$ cat src/rtl/synth_ctrl_pkg.sv
package synth_ctrl_pkg;
  localparam int FRAME_MAX = 32;
  localparam int CNT_W     = 6;
  localparam int PAY_W     = 24;
  localparam int CTRL_W    = 8;
  localparam int HR_W      = 16;
  localparam int UPD_W     = 6;

  localparam logic [3:0] ADDR_MAIN_N = 4'b0000;
  localparam logic [3:0] ADDR_DAC    = 4'b0011;
  localparam logic [3:0] ADDR_FB_SH  = 4'b0100;
  localparam logic [3:0] ADDR_SREF   = 4'b0101;

  typedef enum int {
    U_CTRL = 0, U_DAC = 1, U_SREF = 2, U_MAIN_N = 3, U_MREF = 4, U_SFB = 5
  } upd_idx_e;
endpackage

$ cat src/rtl/ser_frame_rx.sv
module ser_frame_rx #(
  parameter int FW = 32,
  parameter int CW = 6
) (
  input  logic          clk,
  input  logic          rst,
  input  logic          en,
  input  logic          shift,
  input  logic          din,
  output logic          frm_vld,
  output logic [CW-1:0] frm_len,
  output logic [FW-1:0] frm_word
);
  logic          en_d;
  logic [CW-1:0] cnt;
  logic [FW-1:0] shreg;
  logic [CW-1:0] base;
  logic          opening;

  assign opening = en & ~en_d;
  assign base    = opening ? '0 : cnt;

  always_ff @(posedge clk) begin
    if (rst) begin
      en_d     <= 1'b0;
      cnt      <= '0;
      shreg    <= '0;
      frm_vld  <= 1'b0;
      frm_len  <= '0;
      frm_word <= '0;
    end else begin
      en_d    <= en;
      frm_vld <= 1'b0;
      if (en && shift) begin
        shreg <= {shreg[FW-2:0], din};
        cnt   <= (base == '1) ? base : base + 1'b1;
      end else if (opening) begin
        cnt <= '0;
      end
      if (!en && en_d) begin
        frm_vld  <= 1'b1;
        frm_len  <= cnt;
        frm_word <= shreg;
        cnt      <= '0;
      end
    end
  end
endmodule

$ cat src/rtl/frame_decode.sv
module frame_decode
  import synth_ctrl_pkg::*;
#(
  parameter int FW = 32,
  parameter int CW = 6
) (
  input  logic          frm_vld,
  input  logic [CW-1:0] frm_len,
  input  logic [FW-1:0] frm_word,
  output logic          wr_ctrl,
  output logic          wr_hr,
  output logic          wr_hn,
  output logic          wr_sref,
  output logic          wr_dac,
  output logic          wr_n
);
  localparam int LEN_S = CTRL_W;
  localparam int LEN_M = HR_W;
  localparam int LEN_L = FW;

  logic       is_long;
  logic [3:0] addr;

  assign is_long = frm_vld && (frm_len == CW'(LEN_L));
  assign addr    = frm_word[PAY_W+3:PAY_W];

  always_comb begin
    wr_ctrl = frm_vld && (frm_len == CW'(LEN_S));
    wr_hr   = frm_vld && (frm_len == CW'(LEN_M));
    wr_n    = is_long && (addr == ADDR_MAIN_N);
    wr_dac  = is_long && (addr == ADDR_DAC);
    wr_hn   = is_long && (addr == ADDR_FB_SH);
    wr_sref = is_long && (addr == ADDR_SREF);
  end
endmodule

$ cat src/rtl/reg_bank.sv
module reg_bank
  import synth_ctrl_pkg::*;
#(
  parameter int FW = 32
) (
  input  logic              clk,
  input  logic              rst,
  input  logic [FW-1:0]     word,
  input  logic              wr_ctrl,
  input  logic              wr_hr,
  input  logic              wr_hn,
  input  logic              wr_sref,
  input  logic              wr_dac,
  input  logic              wr_n,
  output logic [CTRL_W-1:0] ctrl_q,
  output logic [HR_W-1:0]   mref_q,
  output logic [PAY_W-1:0]  sref_q,
  output logic [PAY_W-1:0]  main_n_q,
  output logic [PAY_W-1:0]  sfb_q,
  output logic [PAY_W-1:0]  dac_q,
  output logic [UPD_W-1:0]  upd
);
  logic [HR_W-1:0]  hr_sh;
  logic [PAY_W-1:0] hn_sh;
  logic [PAY_W-1:0] pay;

  assign pay = word[PAY_W-1:0];

  always_ff @(posedge clk) begin
    if (rst) begin
      ctrl_q   <= '0;
      mref_q   <= '0;
      sref_q   <= '0;
      main_n_q <= '0;
      sfb_q    <= '0;
      dac_q    <= '0;
      hr_sh    <= '0;
      hn_sh    <= '0;
      upd      <= '0;
    end else begin
      upd <= '0;
      if (wr_ctrl) begin
        ctrl_q        <= word[CTRL_W-1:0];
        upd[U_CTRL]   <= 1'b1;
      end
      if (wr_hr) hr_sh <= word[HR_W-1:0];
      if (wr_hn) hn_sh <= pay;
      if (wr_dac) begin
        dac_q         <= pay;
        upd[U_DAC]    <= 1'b1;
      end
      if (wr_sref) begin
        sref_q        <= pay;
        upd[U_SREF]   <= 1'b1;
      end
      if (wr_n) begin
        main_n_q      <= pay;
        mref_q        <= hr_sh;
        sfb_q         <= hn_sh;
        upd[U_MAIN_N] <= 1'b1;
        upd[U_MREF]   <= 1'b1;
        upd[U_SFB]    <= 1'b1;
      end
    end
  end
endmodule

$ cat src/rtl/synth_ctrl_regs.sv
module synth_ctrl_regs
  import synth_ctrl_pkg::*;
(
  input  logic              clk,
  input  logic              rst,
  input  logic              ser_en,
  input  logic              ser_shift,
  input  logic              ser_din,
  output logic [CTRL_W-1:0] ctrl_q,
  output logic              pd_float,
  output logic              osc_stby,
  output logic [1:0]        loop_stby,
  output logic [HR_W-1:0]   main_ref_div,
  output logic [PAY_W-1:0]  sref_q,
  output logic [15:0]       sref_div,
  output logic [2:0]        sref_refresh,
  output logic [PAY_W-1:0]  main_n_q,
  output logic [17:0]       main_ratio,
  output logic              lock_win,
  output logic [PAY_W-1:0]  sec_fb_q,
  output logic [PAY_W-1:0]  dac_q,
  output logic [UPD_W-1:0]  upd
);
  logic                 frm_vld;
  logic [CNT_W-1:0]     frm_len;
  logic [FRAME_MAX-1:0] frm_word;
  logic wr_ctrl, wr_hr, wr_hn, wr_sref, wr_dac, wr_n;

  ser_frame_rx #(.FW(FRAME_MAX), .CW(CNT_W)) u_rx (
    .clk(clk), .rst(rst), .en(ser_en), .shift(ser_shift), .din(ser_din),
    .frm_vld(frm_vld), .frm_len(frm_len), .frm_word(frm_word)
  );

  frame_decode #(.FW(FRAME_MAX), .CW(CNT_W)) u_dec (
    .frm_vld(frm_vld), .frm_len(frm_len), .frm_word(frm_word),
    .wr_ctrl(wr_ctrl), .wr_hr(wr_hr), .wr_hn(wr_hn),
    .wr_sref(wr_sref), .wr_dac(wr_dac), .wr_n(wr_n)
  );

  reg_bank #(.FW(FRAME_MAX)) u_bank (
    .clk(clk), .rst(rst), .word(frm_word),
    .wr_ctrl(wr_ctrl), .wr_hr(wr_hr), .wr_hn(wr_hn),
    .wr_sref(wr_sref), .wr_dac(wr_dac), .wr_n(wr_n),
    .ctrl_q(ctrl_q), .mref_q(main_ref_div), .sref_q(sref_q),
    .main_n_q(main_n_q), .sfb_q(sec_fb_q), .dac_q(dac_q), .upd(upd)
  );

  assign pd_float     = ctrl_q[4];
  assign osc_stby     = ctrl_q[2];
  assign loop_stby    = ctrl_q[1:0];
  assign sref_div     = sref_q[15:0];
  assign sref_refresh = sref_q[19:17];
  assign main_ratio   = main_n_q[17:0];
  assign lock_win     = main_n_q[22];
endmodule

$ cat config.mk
export PLATFORM = sky130hd
export DESIGN_NAME = synth_ctrl_regs
export DESIGN_NICKNAME = d
export VERILOG_FILES = /design/src/rtl/synth_ctrl_pkg.sv /design/src/rtl/ser_frame_rx.sv /design/src/rtl/frame_decode.sv /design/src/rtl/reg_bank.sv /design/src/rtl/synth_ctrl_regs.sv
export SDC_FILE = /design/constraint.sdc
export NUM_CORES = 1
export LEC_CHECK = 0
export BUFFER_PORTS_ARGS = -buffer_cell sky130_fd_sc_hd__buf_2
export CAP_MARGIN = 25
export CORE_MARGIN = 2
export CORE_UTILIZATION = 55
export DETAILED_ROUTE_END_ITERATION = 8
export GPL_TIMING_DRIVEN = 0
export PLACE_DENSITY = 0.8
export SETUP_SLACK_MARGIN = 0.2
export SLEW_MARGIN = 10
export SYNTH_ARGS = -nofsm -noshare
export SYNTH_HDL_FRONTEND = slang
export SYNTH_SLANG_ARGS = --single-unit
$ cat constraint.sdc
create_clock -name clk -period 3.6 [get_ports clk]
set_clock_uncertainty 0.1 [all_clocks]
set_input_delay 0.72 -clock clk [delete_from_list [all_inputs] [get_ports clk]]
set_output_delay 0.72 -clock clk [all_outputs]
set_load 0.01 [all_outputs]
==> impl_metrics.sql, run 1 <==
INSERT INTO impl_metrics (metric_group, metric, value, unit) VALUES
('power', 'worst_case_vdd_ir_drop', '0.373', 'mV'),
('clock_tree', 'numClockSinks', '234', ''),
('routing', 'drtIter0Drc', '542', ''),
('sta', 'worst-slew-pin-transition', '0.668', 'ns'),
('die', 'die_width', '128', 'um'),
('clock_tree', 'cts_buffers', '22', ''),
('sta', 'layout_min_cycle_time', '2.04', 'ns'),
('place', 'place_inst', '1280', ''),
('final_layout', 'fillCellCount', '1145', ''),
('sta', 'timing.final.setup_violations', '0', ''),
('worst_setup_path', 'endpoint_kind', 'register', ''),
('worst_setup_path', 'timing.critical_path.arrival', '2.30', 'ns'),
('worst_setup_path', 'cp_launch_type', 'register', ''),
('outcome', 'outcome', 'finished clean', ''),
('power', 'power.static_leakage', '4.50', 'nW'),
('global_routing', 'grt_overflow_total', '0', ''),
('synth', 'yosysMostFrequentCell', 'dfxtp_1', ''),
('flow_run', 'cap_viol_max_count', '0', ''),
('synth', 'synthDominantAreaCellType', 'dfxtp_1', ''),
('final_layout', 'area_growth', '22.3', '%'),
('synth', 'synth_cell_type_count', '34', ''),
('worst_setup_path', 'required_time_of_the_worst_setup_path', '3.86', 'ns'),
('die', 'floorplan.initialDensity', '55.8', '%'),
('synth', 'post_synth_inst_count', '921', ''),
('global_routing', 'grt_max_degree', '16', ''),
('sta', 'maxSlewHeadroom', '55.5', '%'),
('global_routing', 'antenna_found_initial', '0', ''),
('final_layout', 'final_core_utilization', '68.3', '%'),
('routing', 'drt-wirelength-per-cell', '16.5', 'um'),
('routing', 'routed-via-count', '7145', ''),
('synth', 'yosys-top-cells-area', 'dfxtp_1, nand2_1, mux2i_1', ''),
('die', 'placeable_core_region', '15100', 'sq um'),
('sta', 'timing.fmax', '490', 'MHz'),
('routing', 'drt_wl_total', '21800', 'um'),
('sta', 'timing.setup.tns', '0', 'ns'),
('synth', 'synthesis.area', '8420', 'sq um'),
('clock_tree', 'post_cts.resized_instances', '0', ''),
('clock_tree', 'clk-insertion-delay-late', '0.50', 'ns'),
('synth', 'yosysWarningCount', '0', ''),
('routing', 'drt.antenna.violating_nets', '0', ''),
('clock_tree', 'cts_root_buffer', 'clkbuf_16', ''),
('worst_setup_path', 'worst-r2r-cell-count', '6', ''),
('worst_setup_path', 'worst-setup-path-type', 'register to register', ''),
('synth', 'synth_sequential_area_ratio', '55.6', '%'),
('final_layout', 'final_layout_size_suffix_gt1_share', '25.0', '%'),
('synth', 'asyncSetResetFlopFracSynth', '0', '%'),
('final_layout', 'design_area', '10300', 'sq um'),
('final_layout', 'fin_nets', '1122', ''),
('synth', 'synth_top_area_share', '55.6', '%'),
('synth', 'synthesis.area_per_instance', '9.14', 'sq um'),
('routing', 'post-route-drc-count', '0', ''),
('power', 'power_density', '502', 'nW/um^2'),
('global_routing', 'number_of_global_route_vias_before_repair', '6360', ''),
('synth', 'net_count_after_synthesis', '927', ''),
('clock_tree', 'clock_tree_from_tritoncts', 'yes', ''),
('die', 'placement_rows', '45', ''),
('sta', 'final_max_slew_viol_count', '0', ''),
('clock_tree', 'clkSlewWorstSetupHoldPaths', '0.07', 'ns'),
('final_layout', 'antenna_cells', '0', ''),
('hold_path', 'timing.hold.worst_path_depth', '2', ''),
('final_layout', 'final_cell_count_no_fill', '1319', ''),
('synth', 'synth_enable_flop_cells', '0', ''),
('sta', 'final_min_period_over_clock_period', '56.6', '%'),
('routing', 'avgViaCountPerCell', '5.42', ''),
('synth', 'netlist_top_cells_count', 'dfxtp_1, nand2_1, a21oi_1, nand3_1, o21ai_0', ''),
('sta', 'rsz0062_at_grt', 'no', ''),
('place', 'place_hpwl', '15600', 'um'),
('die', 'top_level_ports', '173', ''),
('routing', 'first_drt_pass_iteration_count', '5', ''),
('global_routing', 'grt_first_pass_wirelength', '33400', 'um'),
('place', 'numPortBuffers', '171', '');
[sequential cells by signal, summed over array words and instances (netlist names)]
name / flops
u_rx.en_d: 1
u_rx.cnt: 6
u_bank.dac_q: 24
u_bank.main_n_q: 24
u_rx.frm_vld: 1
u_bank.hn_sh: 24
u_rx.shreg: 28
u_bank.ctrl_q: 8
u_rx.frm_len: 6
u_bank.upd: 4
u_bank.mref_q: 16
u_bank.sref_q: 24
u_rx.frm_word: 28
u_bank.sfb_q: 24
u_bank.hr_sh: 16
[area by class of cell]
cell class	count	area [sq um]	share of cell area, %
sequential	234	4680	45.5
buffer	112	673	6.53
clock buffer	31	676	6.56
clock inverter	8	115	1.12
timing repair buffer	171	856	8.31
multi-input combinational	573	3060	29.7
tap	188	235	2.28
inverter	2	7.51	0.0729
[cells by family after synthesis]
family | synth area share, %
DFF | 55.6
buffers and inverters | 8.08
adders and majority gates | 0.149
and+or+nand+nor | 17.4
AOI/OAI and AO/OA | 12.9
muxes | 5.82
[metrics by stage]
| step | hold WS, ns | setup slack (ns) |
|---|---|---|
| final | 0.347 | 1.56 |
| after global routing | 0.364 | 1.48 |
| after CTS | 0.348 | 1.56 |
| after detailed placement | 0.344 | 1.17 |
| after global placement | 0.341 | 1.18 |
| after floorplan | 0.332 | 1.44 |
[report_power, final]
part	switching, mW	total, mW	internal [mW]	leakage [nW]
logic	0.0756	0.0924	0.0168	2.22
clock network	0.962	2.48	1.52	0.397
registers	0.00270	2.59	2.59	1.88
total	1.04	5.17	4.13	4.50
[worst paths after layout]
kind | from | slack [ns] | endpoint
hold / removal | u_bank.hn_sh[22]$_SDFFE_PP0P_ | 0.35 | u_bank.sfb_q[22]$_SDFFE_PP0P_
setup reg to reg | u_rx.frm_len[0]$_SDFFE_PP0P_ | 1.56 | u_bank.mref_q[1]$_SDFFE_PP0P_
setup / recovery | u_rx.frm_len[0]$_SDFFE_PP0P_ | 1.56 | u_bank.mref_q[1]$_SDFFE_PP0P_
hold reg to reg | u_bank.hn_sh[22]$_SDFFE_PP0P_ | 0.35 | u_bank.sfb_q[22]$_SDFFE_PP0P_
[metal layers]
layer / part of all wire (%) / wire [um] / track usage [%] / vias up
met3: 6.0 / 1300 / 2.80 / 43
met5: 0 / 0 / 0 / -
li1: - / - / - / 3461
met1: 42 / 9240 / 33.8 / 3394
met2: 49 / 10800 / 44.9 / 247
met4: 2.1 / 465 / 8.02 / 0
[placed cells by master (no fill, tap or decap), types with 2 or more instances in the layout]
cell type and instances:
dfxtp_1 234, nand2_1 220, buf_2 181, a21oi_1 95
nand3_1 53, o21ai_0 50, mux2i_1 49, buf_4 45
clkbuf_1 44, nor2_1 36, a22o_1 34, clkbuf_16 23
buf_6 8, clkbuf_8 7, nor2b_1 5, buf_1 5
clkinv_2 5, and2_1 4, bufinv_16 3, nand2b_1 2
inv_1 2, nor4b_4 2, nor3_1 2, and3_1 2
nand4_2 2, or2_2 2, nor4_1 2, o2111a_1 2
a31o_2 2, and4bb_2 2
[worst max-delay path: stages (launching register included)]
cell and delay [ns]:
dfxtp_1 0.34, nor4b_4 0.52, nand3_1 0.15, buf_2 0.27, clkbuf_1 0.30, nand2_1 0.14, a21oi_1 0.08
Power figures use the tool's default switching activity.
==> inputs of run 2 (changes only) <==
--- a/config.mk
+++ b/config.mk
@@ -5,13 +5,14 @@
 export SDC_FILE = /design/constraint.sdc
 export NUM_CORES = 1
 export LEC_CHECK = 0
+export ABC_AREA = 1
 export BUFFER_PORTS_ARGS = -buffer_cell sky130_fd_sc_hd__buf_2
 export CAP_MARGIN = 25
 export CORE_MARGIN = 2
-export CORE_UTILIZATION = 55
+export CORE_UTILIZATION = 54
 export DETAILED_ROUTE_END_ITERATION = 8
 export GPL_TIMING_DRIVEN = 0
-export PLACE_DENSITY = 0.8
+export PLACE_DENSITY = 0.79
 export SETUP_SLACK_MARGIN = 0.2
 export SLEW_MARGIN = 10
 export SYNTH_ARGS = -nofsm -noshare
==> constraint.sdc (replaced) <==
create_clock -name clk -period 2 [get_ports clk]
set_clock_uncertainty 0.1 [all_clocks]
set_input_delay 0.4 -clock clk [delete_from_list [all_inputs] [get_ports clk]]
set_output_delay 0.4 -clock clk [all_outputs]
set_load 0.01 [all_outputs]
==> impl_metrics.sql, run 2 <==
INSERT INTO impl_metrics (metric_group, metric, value, unit) VALUES
('synth', 'synthesis.area_per_instance', '7.96', 'sq um'),
('worst_setup_path', 'timing.critical_path.arrival', '2.09', 'ns'),
('synth', 'synth-adder-area-share', '0.144', '%'),
('global_routing', 'global_routing_usage_summed_across_all_routing_layers', '26.8', '%'),
('sta', 'timing.setup.tns', '0', 'ns'),
('final_layout', 'antenna_cells', '0', ''),
('routing', 'post-route-drc-count', '0', ''),
('place', 'place_hpwl', '16400', 'um'),
('synth', 'post_synth_inst_count', '1088', ''),
('synth', 'synthDominantAreaCellType', 'dfxtp_1', ''),
('final_layout', 'fin_nets', '1298', ''),
('sta', 'worst-slew-pin-transition', '0.670', 'ns'),
('power', 'power_density', '897', 'nW/um^2'),
('hold_path', 'min_delay_worst_endpoint', 'u_rx.en_d$_SDFF_PP0_', ''),
('global_routing', 'busiest_layer', 'met2', ''),
('synth', 'asyncSetResetFlopFracSynth', '0', '%'),
('worst_setup_path', 'reg2reg_slack', '0.23', 'ns'),
('synth', 'synth_enable_flop_cells', '0', ''),
('worst_setup_path', 'timing.critical_path.fanout_max', '10', ''),
('global_routing', 'grt_max_degree', '15', ''),
('synth', 'yosys-top-cells-area', 'dfxtp_1, a21oi_1, nand2_1', ''),
('global_routing', 'gr-usage-met3', '3.71', '%'),
('hold_path', 'worst_hold_path_type', 'input port to register', ''),
('synth', 'yosysWarningCount', '0', ''),
('synth', 'yosysMostFrequentCell', 'dfxtp_1', ''),
('sta', 'layout_min_cycle_time', '1.77', 'ns'),
('power', 'worst_case_vdd_ir_drop', '0.741', 'mV'),
('synth', 'synthXorXnorAreaFrac', '0.101', '%'),
('final_layout', 'fillCellCount', '1325', ''),
('synth', 'synth_top_family_by_area', 'simple AND/OR/NAND/NOR gates', ''),
('sta', 'timing.fmax', '565', 'MHz'),
('sta', 'timing.final.setup_violations', '0', ''),
('synth', 'yosys.area_share.simple', '19.9', '%'),
('clock_tree', 'clkSlewWorstSetupHoldPaths', '0.06', 'ns'),
('power', 'power.total', '9.71', 'mW'),
('routing', 'first_drt_pass_iteration_count', '5', ''),
('sta', 'rsz0062_at_grt', 'yes', ''),
('hold_path', 'holdCritStartpoint', 'ser_en', ''),
('die', 'y_dimension_of_the_die', '131', 'um'),
('clock_tree', 'cts_buffers', '23', ''),
('global_routing', 'antenna_found_initial', '0', ''),
('final_layout', 'area_growth', '25.1', '%'),
('sta', 'finalHoldViolations', '0', ''),
('synth', 'net_count_after_synthesis', '1094', ''),
('clock_tree', 'numClockSinks', '234', ''),
('worst_setup_path', 'worst-setup-path-type', 'register to register', ''),
('global_routing', 'grt_overflow_total', '0', ''),
('worst_setup_path', 'reg2reg_from', 'u_rx.frm_len[1]$_SDFFE_PP0P_', ''),
('clock_tree', 'clock_tree.htree_level_count', '1', ''),
('synth', 'ys_seq_elements', '234', ''),
('flow_run', 'cap_viol_max_count', '0', ''),
('clock_tree', 'hold_buffers', '0', ''),
('synth', 'synth_sequential_area_ratio', '54.1', '%'),
('sta', 'hold-worst-slack', '0.0540', 'ns'),
('global_routing', 'gr-usage-met2', '45.8', '%'),
('routing', 'avgViaCountPerCell', '5.27', ''),
('global_routing', 'number_of_global_route_vias_before_repair', '7212', ''),
('sta', 'final_max_slew_viol_count', '0', ''),
('final_layout', 'leading_registers_by_flop_count', 'u_rx.frm_word: 28 flops, u_rx.shreg: 28 flops', ''),
('synth', 'synth_top_area_share', '54.1', '%'),
('worst_setup_path', 'endpoint_kind', 'register', ''),
('worst_setup_path', 'timing.rr.end', 'u_bank.dac_q[2]$_SDFFE_PP0P_', ''),
('routing', 'drt.antenna.violating_nets', '0', ''),
('routing', 'drt_wl_total', '23800', 'um'),
('worst_setup_path', 'worst-r2r-cell-count', '8', ''),
('clock_tree', 'clk-insertion-delay-late', '0.51', 'ns'),
('die', 'floorplan.initialDensity', '54.9', '%'),
('hold_path', 'timing.hold.worst_path_depth', '3', ''),
('worst_setup_path', 'cp_launch_type', 'register', ''),
('synth', 'netlist_top_cells_count', 'dfxtp_1, nand2_1, a21oi_1, nand3_1, o21ai_0', ''),
('die', 'placeable_core_region', '15800', 'sq um'),
('routing', 'drtIter0Drc', '704', ''),
('sta', 'maxSlewHeadroom', '55.3', '%'),
('place', 'numPortBuffers', '172', ''),
('die', 'fp.dieArea', '17100', 'sq um'),
('place', 'weighted_congestion_at_the_end_of_routability_driven_global_placement', '0.885', ''),
('final_layout', 'most-common-layout-cells', 'dfxtp_1, buf_2, nand2_1, a21oi_1, nand3_1', ''),
('synth', 'synth_compound_gate_area_share', '15.1', '%'),
('synth', 'synthesis.area', '8660', 'sq um'),
('die', 'die_width', '131', 'um'),
('synth', 'synth.mux.area_fraction', '0', '%'),
('global_routing', 'grt_first_pass_wirelength', '36000', 'um'),
('outcome', 'outcome', 'finished clean', ''),
('routing', 'routed-via-count', '8037', ''),
('final_layout', 'mostFrequentLayoutCell', 'dfxtp_1', ''),
('clock_tree', 'cts_root_buffer', 'clkbuf_16', ''),
('global_routing', 'met1_usage', '35.7', '%'),
('sta', 'final_min_period_over_clock_period', '88.5', '%'),
('worst_setup_path', 'required_time_of_the_worst_setup_path', '2.32', 'ns'),
('synth', 'postSynth.topFlopCell', 'dfxtp_1', ''),
('final_layout', 'final_layout_size_suffix_gt1_share', '24.8', '%'),
('die', 'placement_rows', '46', ''),
('synth', 'synth_cell_type_count', '24', ''),
('routing', 'drt-wirelength-per-cell', '15.6', 'um'),
('power', 'power.static_leakage', '4.58', 'nW'),
('clock_tree', 'clock_tree_from_tritoncts', 'yes', ''),
('clock_tree', 'clock_path_buffers', '3', ''),
('die', 'top_level_ports', '173', '');
[run 2: stage by stage]
stage	instances	utilization (%)	worst slack (ns)	cell area [sq um]
after CTS	1520	67.5	0.201	10600
after global placement	1476	62.1	0.0181	9790
final	1525	68.7	0.229	10800
after floorplan	1088	-	0.388	8660
after global routing	1525	68.7	0.173	10800
after detailed placement	1476	62.1	-0.0336	9790
[run 2: worst max-delay path, stage by stage (launching register included)]
cell and delay [ns]:
dfxtp_1 0.33, nor2_2 0.14, nand3_2 0.13, nor2_4 0.23
buf_4 0.17, buf_8 0.16, buf_6 0.16, nand3_1 0.09
a21oi_1 0.18
[run 2: how the worst max path moves through the flow]
stage,start,to
CTS,u_rx.frm_len[0]$_SDFFE_PP0P_,u_bank.sfb_q[22]$_SDFFE_PP0P_
detailed placement,rst,u_bank.dac_q[12]$_SDFFE_PP0P_
global route,u_rx.frm_len[1]$_SDFFE_PP0P_,u_bank.dac_q[5]$_SDFFE_PP0P_
finish,u_rx.frm_len[1]$_SDFFE_PP0P_,u_bank.dac_q[2]$_SDFFE_PP0P_
floorplan,ser_en,u_rx.cnt[4]$_SDFF_PP0_
global placement,rst,u_bank.dac_q[16]$_SDFFE_PP0P_
[run 2: kinds of logic after synthesis]
logic type      after synthesis
buf+inv                     183
flops                       234
compound gates              260
simple gates                409
xor+xnor                      1
fa+ha+maj                     1
[run 2: routing by layer]
layer / vias up / share of wire (%)
li1: 3944 / -
met1: 3736 / 42
met2: 306 / 48
met3: 51 / 7.1
met4: 0 / 2.5
met5: - / 0
[run 2: cell type report]
cell class              count  area (sq um)  share of cell area, %
plain buffers             118           744                   6.87
clock buffers              31           636                   5.87
clock inverters            11           184                   1.70
inverters                  65           246                   2.28
multi-input cells         671          3150                   29.1
flip-flops and latches    234          4680                   43.2
well taps                 216           270                   2.49
repair buffers            179           913                   8.43
[run 2: power by group]
part | leakage, nW | internal [mW] | switching, mW
sequential | 1.89 | 4.71 | 0.0423
clock | 0.406 | 2.88 | 1.79
combinational | 2.29 | 0.0747 | 0.218
[run 2: what timing repair did]
action | 4_1_cts | 5_1_grt
gates resized for setup | 5 | 51
buffers inserted | 2 | 5
pin swaps | 1 | 8
setup endpoints to repair | 28 | 127
==> inputs of run 3 (changes only) <==
--- a/config.mk
+++ b/config.mk
@@ -9,10 +9,9 @@
 export BUFFER_PORTS_ARGS = -buffer_cell sky130_fd_sc_hd__buf_2
 export CAP_MARGIN = 25
 export CORE_MARGIN = 2
-export CORE_UTILIZATION = 54
+export CORE_UTILIZATION = 42
 export DETAILED_ROUTE_END_ITERATION = 8
 export GPL_TIMING_DRIVEN = 0
-export PLACE_DENSITY = 0.79
 export SETUP_SLACK_MARGIN = 0.2
 export SLEW_MARGIN = 10
 export SYNTH_ARGS = -nofsm -noshare
==> impl_metrics.sql, run 3 (synthesis results as in run 2) <==
INSERT INTO impl_metrics (metric_group, metric, value, unit) VALUES
('global_routing', 'global_routing_usage_summed_across_all_routing_layers', '21.7', '%'),
('sta', 'finalHoldViolations', '0', ''),
('final_layout', 'antenna_cells', '0', ''),
('power', 'worst_case_vdd_ir_drop', '0.536', 'mV'),
('power', 'power.total', '9.93', 'mW'),
('clock_tree', 'clock_tree_from_tritoncts', 'yes', ''),
('final_layout', 'fin_nets', '1296', ''),
('global_routing', 'grt_first_pass_wirelength', '37500', 'um'),
('sta', 'maxSlewHeadroom', '58.1', '%'),
('worst_setup_path', 'timing.critical_path.arrival', '2.08', 'ns'),
('clock_tree', 'clkSlewWorstSetupHoldPaths', '0.05', 'ns'),
('worst_setup_path', 'reg2reg_slack', '0.25', 'ns'),
('routing', 'drt_wl_total', '24400', 'um'),
('sta', 'layout_min_cycle_time', '1.75', 'ns'),
('final_layout', 'area.sequential', '4680', 'sq um'),
('sta', 'rsz0062_at_grt', 'yes', ''),
('final_layout', 'multiInputGateArea', '3090', 'sq um'),
('die', 'placement_rows', '52', ''),
('clock_tree', 'clock_tree.htree_level_count', '1', ''),
('place', 'placement.cell_area', '9860', 'sq um'),
('clock_tree', 'clock_path_buffers', '3', ''),
('sta', 'timing.final.setup_violations', '0', ''),
('worst_setup_path', 'reg2reg_from', 'u_rx.frm_len[0]$_SDFFE_PP0P_', ''),
('die', 'y_dimension_of_the_die', '148', 'um'),
('routing', 'post-route-drc-count', '0', ''),
('routing', 'drt.antenna.violating_nets', '0', ''),
('global_routing', 'grt_overflow_total', '0', ''),
('die', 'fp.dieArea', '21800', 'sq um'),
('sta', 'hold-worst-slack', '0.0515', 'ns'),
('worst_setup_path', 'worst-setup-path-type', 'register to register', ''),
('routing', 'routed-via-count', '7752', ''),
('outcome', 'outcome', 'finished clean', ''),
('place', 'weighted_congestion_at_the_end_of_routability_driven_global_placement', '0.844', ''),
('power', 'power_density', '916', 'nW/um^2'),
('global_routing', 'number_of_global_route_vias_before_repair', '7010', ''),
('worst_setup_path', 'required_time_of_the_worst_setup_path', '2.33', 'ns'),
('flow_run', 'cap_viol_max_count', '0', ''),
('worst_setup_path', 'timing.critical_path.fanout_max', '10', ''),
('sta', 'timing.fmax', '570', 'MHz'),
('routing', 'first_drt_pass_iteration_count', '5', ''),
('final_layout', 'area_growth', '25.2', '%'),
('power', 'power.static_leakage', '4.58', 'nW'),
('worst_setup_path', 'worst-r2r-cell-count', '8', ''),
('clock_tree', 'clk-insertion-delay-late', '0.53', 'ns'),
('die', 'die_width', '148', 'um'),
('sta', 'final_max_slew_viol_count', '0', ''),
('worst_setup_path', 'worst_setup_path_endpoint', 'u_bank.main_n_q[2]$_SDFFE_PP0P_', ''),
('final_layout', 'fillCellCount', '2028', ''),
('routing', 'avgViaCountPerCell', '4.91', ''),
('global_routing', 'antenna_found_initial', '0', ''),
('clock_tree', 'hold_buffers', '0', ''),
('final_layout', 'most-common-layout-cells', 'dfxtp_1, buf_2, nand2_1, a21oi_1, nand3_1', ''),
('die', 'floorplan.initialDensity', '42.8', '%'),
('worst_setup_path', 'timing.rr.end', 'u_bank.main_n_q[2]$_SDFFE_PP0P_', ''),
('sta', 'final_min_period_over_clock_period', '87.7', '%'),
('sta', 'worst-slew-pin-transition', '0.629', 'ns'),
('routing', 'drt-wirelength-per-cell', '15.5', 'um'),
('worst_setup_path', 'timing.critical_path.from', 'u_rx.frm_len[0]$_SDFFE_PP0P_', ''),
('hold_path', 'worst_hold_path_type', 'input port to register', ''),
('clock_tree', 'cts_root_buffer', 'clkbuf_16', ''),
('final_layout', 'mostFrequentLayoutCell', 'dfxtp_1', ''),
('place', 'place_hpwl', '17100', 'um'),
('worst_setup_path', 'endpoint_kind', 'register', ''),
('clock_tree', 'numClockSinks', '234', ''),
('final_layout', 'design_area', '10800', 'sq um'),
('clock_tree', 'cts_buffers', '25', ''),
('global_routing', 'grt_max_degree', '14', ''),
('die', 'top_level_ports', '173', ''),
('routing', 'drtIter0Drc', '579', ''),
('final_layout', 'leading_registers_by_flop_count', 'u_rx.frm_word: 28 flops, u_rx.shreg: 28 flops', ''),
('die', 'placeable_core_region', '20200', 'sq um'),
('place', 'numPortBuffers', '172', ''),
('final_layout', 'final_layout_size_suffix_gt1_share', '23.9', '%'),
('worst_setup_path', 'cp_launch_type', 'register', '');
-- run 3: layout make-up --
cell class              count  share of cell area [%]
flip-flops and latches    234                    43.2
multi-input cells         671                    28.5
repair buffers            175                    8.26
clock buffers              35                    6.58
plain buffers             118                    6.55
well taps                 270                    3.12
inverters                  65                    2.27
clock inverters            10                    1.48
-- run 3: how the worst min path moves through the flow --
stage | start | to | depth (start not counted)
after detailed placement | u_bank.ctrl_q[3]$_SDFFE_PP0P_ | u_bank.ctrl_q[3]$_SDFFE_PP0P_ | 2
after global routing | ser_en | u_rx.en_d$_SDFF_PP0_ | 3
after global placement | u_bank.ctrl_q[5]$_SDFFE_PP0P_ | u_bank.ctrl_q[5]$_SDFFE_PP0P_ | 2
after CTS | ser_en | u_rx.en_d$_SDFF_PP0_ | 3
final | ser_en | u_rx.en_d$_SDFF_PP0_ | 3
after floorplan | u_rx.shreg[27]$_SDFFE_PP0P_ | u_rx.shreg[27]$_SDFFE_PP0P_ | 2
-- run 3: report_power, final --
| group | internal, mW | leakage, nW | total (mW) | switching [mW] |
|---|---|---|---|---|
| registers | 4.71 | 1.89 | 4.75 | 0.0426 |
| clock network | 3.01 | 0.427 | 4.89 | 1.89 |
| logic | 0.0735 | 2.26 | 0.286 | 0.212 |
-- run 3: metrics by stage --
stage / setup WS [ns] / cells / utilization (%) / TNS (ns)
finish: 0.246 / 1578 / 53.6 / 0
global route: 0.153 / 1578 / 53.6 / 0
CTS: 0.183 / 1576 / 53.2 / 0
detailed placement: -0.0375 / 1530 / 48.7 / -0.279
global placement: -0.0665 / 1530 / 48.7 / -0.792
floorplan: 0.388 / 1088 / - / 0
-- run 3: what timing repair did --
item	CTS	global route
gates resized for setup	2	32
setup endpoints to repair	51	137
setup buffers	1	2
pin swaps	1	3
-- run 3: per-layer routing --
metal	wire length, um	GRT usage (%)	vias up
met1	11300	29.9	3542
met2	11100	35.0	219
met3	1520	3.46	39
met4	478	6.63	0
met5	0	0	-
li1	-	-	3952
-- run 3: worst max-delay path, cell delays in order, from the launching register on --
cell and delay [ns]:
dfxtp_1 0.32, nor2_2 0.14, nand3_2 0.13, nor2_4 0.20
buf_12 0.14, buf_6 0.15, buf_4 0.18, nand3_1 0.12
a21oi_1 0.18
